`src/rtl/wiper_pkg.sv`:
```
// Shared types for the wiper tap selector.
// Assumes one wiper code per channel; the width is set by the top parameter.
package wiper_pkg;

    // Source that updates the wiper code in a given cycle
    typedef enum logic [2:0] {
        SRC_HOLD   = 3'd0,
        SRC_RECALL = 3'd1,
        SRC_XFER   = 3'd2,
        SRC_WRITE  = 3'd3,
        SRC_STEP   = 3'd4
    } load_src_e;

endpackage

```
`src/rtl/wiper_step.sv`:
```
// Saturating one-position stepper.
// Computes code +1 or -1 and clamps at the all-ones and all-zeros ends.
// Assumes the caller decides whether the result is used.
module wiper_step #(
    parameter int CODE_W = 8
) (
    input  logic [CODE_W-1:0] cur_i,
    input  logic              up_i,
    output logic [CODE_W-1:0] next_o
);
    localparam logic [CODE_W-1:0] CODE_MAX = {CODE_W{1'b1}};
    localparam logic [CODE_W-1:0] CODE_MIN = '0;

    // Step by one toward the chosen end, holding at that end
    always_comb begin
        if (up_i) begin
            next_o = (cur_i == CODE_MAX) ? CODE_MAX : cur_i + CODE_W'(1);
        end else begin
            next_o = (cur_i == CODE_MIN) ? CODE_MIN : cur_i - CODE_W'(1);
        end
    end
endmodule

```
`src/rtl/wiper_load_arb.sv`:
```
// Fixed-priority selector for the next wiper code.
// Order: recall of setting 0, transfer from a setting, direct write, step.
// Assumes the settings arrive as one flat vector, setting n at [n*CODE_W +: CODE_W].
module wiper_load_arb
    import wiper_pkg::*;
#(
    parameter int CODE_W = 8,
    parameter int NUM_SET = 4,
    localparam int SEL_W = (NUM_SET > 1) ? $clog2(NUM_SET) : 1
) (
    input  logic [NUM_SET*CODE_W-1:0] set_data_i,
    input  logic                      recall_i,
    input  logic                      xfer_i,
    input  logic [SEL_W-1:0]          xfer_sel_i,
    input  logic                      wr_i,
    input  logic [CODE_W-1:0]         wr_data_i,
    input  logic                      step_i,
    input  logic [CODE_W-1:0]         step_val_i,
    input  logic [CODE_W-1:0]         cur_i,
    output logic [CODE_W-1:0]         next_o,
    output load_src_e                 src_o
);
    logic [CODE_W-1:0] set_word [NUM_SET];
    logic [CODE_W-1:0] xfer_word;

    // Split the flat setting vector into one word per setting
    for (genvar g = 0; g < NUM_SET; g++) begin : g_split
        assign set_word[g] = set_data_i[g*CODE_W +: CODE_W];
    end

    // Pick the addressed setting; an index past the last one reads setting 0
    always_comb begin
        xfer_word = set_word[0];
        for (int i = 0; i < NUM_SET; i++) begin
            if (xfer_sel_i == SEL_W'(i)) xfer_word = set_word[i];
        end
    end

    // Resolve the highest-priority request into a source tag
    always_comb begin
        if (recall_i)      src_o = SRC_RECALL;
        else if (xfer_i)   src_o = SRC_XFER;
        else if (wr_i)     src_o = SRC_WRITE;
        else if (step_i)   src_o = SRC_STEP;
        else               src_o = SRC_HOLD;
    end

    // Route the data of the winning source to the next code
    always_comb begin
        unique case (src_o)
            SRC_RECALL: next_o = set_word[0];
            SRC_XFER:   next_o = xfer_word;
            SRC_WRITE:  next_o = wr_data_i;
            SRC_STEP:   next_o = step_val_i;
            default:    next_o = cur_i;
        endcase
    end
endmodule

```
`src/rtl/wiper_tap_decode.sv`:
```
// One-hot tap decoder.
// Drives enable bit i when the code equals i, so exactly one bit is set for any
// defined code. Bit 0 is the low terminal and the top bit is the high terminal.
module wiper_tap_decode #(
    parameter int CODE_W = 8,
    localparam int NUM_TAPS = 1 << CODE_W
) (
    input  logic [CODE_W-1:0]   code_i,
    output logic [NUM_TAPS-1:0] tap_en_o
);
    // One comparator per tap switch
    for (genvar t = 0; t < NUM_TAPS; t++) begin : g_tap
        assign tap_en_o[t] = (code_i == CODE_W'(t));
    end
endmodule

```
`src/rtl/wiper_tap_select.sv`:
```
// Wiper code register with a one-hot tap decoder, one per ladder channel.
// Holds the wiper code and loads it from the recall of setting 0 (in the first
// cycle after reset), a setting transfer, a direct write or a saturating step.
// Assumes single-cycle request strobes and settings that are always valid.
// The reset is synchronous and active low, and it parks the wiper at tap 0.
module wiper_tap_select
    import wiper_pkg::*;
#(
    parameter int CODE_W = 8,
    parameter int NUM_SET = 4,
    localparam int NUM_TAPS = 1 << CODE_W,
    localparam int SEL_W = (NUM_SET > 1) ? $clog2(NUM_SET) : 1
) (
    input  logic                      clk,
    input  logic                      rst_n,
    input  logic [NUM_SET*CODE_W-1:0] set_data_i,
    input  logic                      xfer_req,
    input  logic [SEL_W-1:0]          xfer_sel,
    input  logic                      wr_req,
    input  logic [CODE_W-1:0]         wr_data,
    input  logic                      step_req,
    input  logic                      step_up,
    output logic [CODE_W-1:0]         code_o,
    output logic [NUM_TAPS-1:0]       tap_en_o
);
    logic              recall_pend;
    logic [CODE_W-1:0] code_q;
    logic [CODE_W-1:0] code_d;
    logic [CODE_W-1:0] step_val;
    load_src_e         src;

    // Arm the recall during reset; it fires once in the first cycle after reset
    always_ff @(posedge clk) begin
        if (!rst_n) recall_pend <= 1'b1;
        else        recall_pend <= 1'b0;
    end

    // Wiper code register, parked at the low terminal during reset
    always_ff @(posedge clk) begin
        if (!rst_n) code_q <= '0;
        else        code_q <= code_d;
    end

    wiper_step #(.CODE_W(CODE_W)) u_step (
        .cur_i  (code_q),
        .up_i   (step_up),
        .next_o (step_val)
    );

    wiper_load_arb #(.CODE_W(CODE_W), .NUM_SET(NUM_SET)) u_arb (
        .set_data_i (set_data_i),
        .recall_i   (recall_pend),
        .xfer_i     (xfer_req),
        .xfer_sel_i (xfer_sel),
        .wr_i       (wr_req),
        .wr_data_i  (wr_data),
        .step_i     (step_req),
        .step_val_i (step_val),
        .cur_i      (code_q),
        .next_o     (code_d),
        .src_o      (src)
    );

    wiper_tap_decode #(.CODE_W(CODE_W)) u_dec (
        .code_i   (code_q),
        .tap_en_o (tap_en_o)
    );

    assign code_o = code_q;

    // Keep the source tag for debug visibility without another output port
    logic src_unused;
    assign src_unused = ^src;
endmodule

```
`config.mk`:
```
export PLATFORM = sky130hd
export DESIGN_NAME = wiper_tap_select
export DESIGN_NICKNAME = d
export VERILOG_FILES = /design/src/rtl/wiper_pkg.sv /design/src/rtl/wiper_step.sv /design/src/rtl/wiper_load_arb.sv /design/src/rtl/wiper_tap_decode.sv /design/src/rtl/wiper_tap_select.sv
export SDC_FILE = /design/constraint.sdc
export NUM_CORES = 1
export LEC_CHECK = 0
export ABC_AREA = 1
export BUFFER_PORTS_ARGS = -buffer_cell sky130_fd_sc_hd__buf_4
export CAP_MARGIN = 25
export CORE_AREA = 2 2 122 124
export CTS_BUF_LIST = sky130_fd_sc_hd__clkbuf_4 sky130_fd_sc_hd__clkbuf_8
export CTS_CLUSTER_DIAMETER = 100
export CTS_CLUSTER_SIZE = 16
export DETAILED_ROUTE_END_ITERATION = 16
export DIE_AREA = 0 0 124 126
export RECOVER_POWER = 100
export SETUP_SLACK_MARGIN = 0.3
export SYNTH_ARGS = -nofsm -noshare
export SYNTH_HDL_FRONTEND = slang
export SYNTH_SLANG_ARGS = --single-unit
```
`constraint.sdc`:
```
create_clock -name clk -period 2.5 [get_ports clk]
set_clock_uncertainty 0.1 [all_clocks]
set_input_delay 0.25 -clock clk [delete_from_list [all_inputs] [get_ports clk]]
set_output_delay 0.25 -clock clk [all_outputs]
set_load 0.01 [all_outputs]
```
==> run summary <==
The final wirelength is 17100 um. The worst ir drop on vdd was 0.127 mV. The tools report the endpoint class of the critical path as an output pin. The most common library cell in the layout ignoring fill and taps is sky130_fd_sc_hd__nor2_1. The Yosys warning count was 0; the slew at the pin closest to its max-slew limit was 0.641 ns. Across all setup checks in the final design, the least slack found is 0.244 ns. The via count of the first global-routing pass came out at 4090. At the placement stage, the worst setup path has a slack of 0.379 ns.

Ratio of cells with drive above 1 in the final layout: 16.3%. In the routed design, unresolved DRC markers number 0. The logs give 312 for the total I/O pin count and 17 for the maximum number of pins on one net before global-route repair. The maximum clock frequency was 443 MHz. After clock tree synthesis, the clock-pin slew on the worst setup and hold paths is 0.04 ns. The clock net in this run drives a total of 9 sinks. The floorplan step defined a core boundary enclosing 14300 sq um. The critical path data required time was 2.15 ns.

Global routing finished with a remaining overflow of 0. Counting every net in the synthesized netlist gives 630. The first global-routing pass estimated 24300 um of wire. The number of fillers in the final layout came out at 1884.

The area growth from synthesis to layout is 69.0%. The nature of the critical path startpoint is a flip-flop. For the area used by multi-input combinational logic, the log shows 2090 sq um.

In this run, CTS created clock tree buffers numbering 3. The number of distinct standard cells referenced by the synthesized netlist is 27, and the count of maximum capacitance violations is 0. Synthesis handed over a netlist of 577 instances. The share of Yosys cell area claimed by the top area cell type is 42.4%, and the flip-flop and latch count after synthesis is 9. Global routing used 3.53% of the available met3 tracks.

Number of violations reported at the end of detailed-routing iteration 0: 309. Of the synthesized area, sequential elements account for 7.01%. Across the whole layout, storage elements account for 180 sq um. The critical-path cell with the highest stage delay was sky130_fd_sc_hd__dfxtp_1. The post-route clock period utilization came out at 90.2%. After the last flow step, the layout net total stands at 930. The die covers 15600 sq um.

The number of buffers inserted by port buffering is 311, and the final estimated routing congestion in global placement is 0.840. The arrival time of the worst setup path is 1.91 ns. Setup violations remaining at the end of the flow were counted as 0. The per-instance average area after synthesis was 4.45 sq um; the final critical delay including setup and external delays was 2.26 ns. The synthesized netlist occupies a cell area of 2570 sq um. The leakage power figure is 1.76 nW, and the multiplexer fraction of the synthesized cell area is 0%.

The HPWL after detailed placement is 13200 um. Path type of the worst setup path: reg2out. Ratio of total power to cell area: 215 nW/um^2. For this configuration, the core starts out at a cell density of 18.0%.

The number of rows created at floorplan is 44, and the total power after layout is 0.936 mW. The run finished with clean final reports. Cts-stage hold buffer count: 0.

By area, the combinational part of the netlist is dominated by simple AND/OR/NAND/NOR gates. For the number of antenna violations at the first check in global routing, the log shows 0. The library cell used as clock root buffer was sky130_fd_sc_hd__clkbuf_8.

The run gives 0.23 ns as the clock latency on the worst-skew pair. Worst-case register-to-register setup slack: 0.34 ns. In the post-synthesis netlist, the biggest area contributors are sky130_fd_sc_hd__nor2_1 42%, sky130_fd_sc_hd__nand2_1 16%, sky130_fd_sc_hd__dfxtp_1 7.0%, sky130_fd_sc_hd__inv_1 5.3%, sky130_fd_sc_hd__o21ai_0 5.3%. Of the total synthesized cell area, the portion taken by AND, OR, NAND and NOR gates is 67.4%. TritonCTS built the clock tree. The signal on the critical path passes through inv_1 > ha_1 > nand2_1 > clkbuf_1 > nor2_1 > clkbuf_1. In this run the remaining antenna-violating nets after routing total 0. Number of H-tree branching levels: 1. The horizontal die dimension is 124 um, and the stage delay of the slowest cell on the critical path is 0.47 ns.

In the final timing run, aggregate negative setup slack is 0 ns. In this run the worst path has a maximum fanout of 8. The biggest area contributor in the post-synthesis netlist is sky130_fd_sc_hd__nor2_1. After detailed routing, the average wire length per cell comes to 16.2 um. Headroom to the max-slew limit came out at 57.0%. The global routing usage on met1 is 23.3%. For this run, the detailed router's first-pass iteration total came to 5. The tightest min-delay check is of the in2reg type. The number of antenna diodes in the final layout is 0. The tools report the hold violation count in the final report as 0.

Number of buffers inserted by post-CTS setup repair: 0. The routing layer with the top usage in global route was met2. Setup repair after global routing could not meet its margin everywhere. The worst hold slack across all endpoints was 0.211 ns; the number of buffers on the longest clock path was 2. The met2 routing resource usage after global routing was 37.3%. The synthesized netlist devotes 1.36% of its cell area to XOR and XNOR gates. The adder and majority cell fraction of the synthesized area is 2.43%. After detailed routing, the number of vias per cell comes to 4.35. For this run, the total global-route usage over all layers was measured as 20.0%. The most numerous cell type found on the critical path is sky130_fd_sc_hd__clkbuf_1.

Detailed routing inserted a total of 4611 vias. The vertical extent of the die was 126 um. The top cell types in the final layout, fill and taps aside, are 290 x sky130_fd_sc_hd__nor2_1, 220 x sky130_fd_sc_hd__clkbuf_1, 105 x sky130_fd_sc_hd__buf_4. Summing the areas of all compound-gate instances in the mapped netlist gives 9.88% of the synthesized area. The max-slew violation total from the final report is 0.
## report_power, final
group | switching, mW | internal [mW]
registers | 0.0336 | 0.158
clock network | 0.0553 | 0.122
logic | 0.381 | 0.186
## cell families (layout without fill, tap and decap cells)
kind of cell / count (synthesis) / count (layout)
AO/OA/AOI/OAI: 47 / 47
XOR/XNOR: 4 / 4
adder cells (fa/ha/maj): 5 / 5
buffers and inverters: 76 / 375
flip-flops: 9 / 9
AND/OR/NAND/NOR: 436 / 436
## critical path, delay by kind of cell, from the launching register on
kind          cells  cell delay [ns]
buf+inv           3             0.56
flops             1             0.47
simple gates      2             0.37
fa+ha+maj         1             0.27
## stage by stage
step / cell area, sq um / utilization (%) / instances
5_1_grt: 4340 / 30.3 / 1060
3_3_place_gp: 5130 / 35.9 / 1056
2_1_floorplan: 2570 / - / 577
3_5_place_dp: 5130 / 35.9 / 1056
4_1_cts: 5200 / 36.3 / 1060
6_report: 4340 / 30.3 / 1060
## state kept, by name (all words and copies together), names as in the netlist
register     count
recall_pend      1
code_o           8
## cell usage after synthesis (all sizes together)
library cell and n:
xnor2 2, o211ai 3, inv 39, a21oi 12, nand3 22, clkbuf 23
a31oi 2, or2 1, buf 14, o22ai 1, o221ai 1, nor3 1
nand2 114, nor2 298, ha 5, o21ai 28, xor2 2, dfxtp 9
## per-layer routing
metal / up-vias / wire length (um)
li1: 2339 / -
met1: 2046 / 6930
met2: 208 / 8560
met3: 18 / 1330
met4: 0 / 316
met5: - / 0
## path summary, 6_finish.rpt
path,cells past startpoint,start,end
hold reg to reg,2,code_o[7],code_o[7]
setup / recovery,6,code_o[0],tap_en_o[126]
setup reg to reg,9,code_o[1],code_o[3]
hold / removal,2,rst_n,recall_pend
## area by class of cell
class / instances / area share (%)
Multi-Input combinational cell: 492 / 48.1
Timing Repair Buffer: 332 / 38.0
Tap cell: 184 / 5.30
Sequential cell: 9 / 4.15
Inverter: 39 / 3.37
Clock buffer: 4 / 1.12
## timing repair
item,in CTS,in global routing
gates cloned,0,0
gates resized for setup,7,18
setup endpoints to repair,141,234
(Power assumes the default switching activity.)
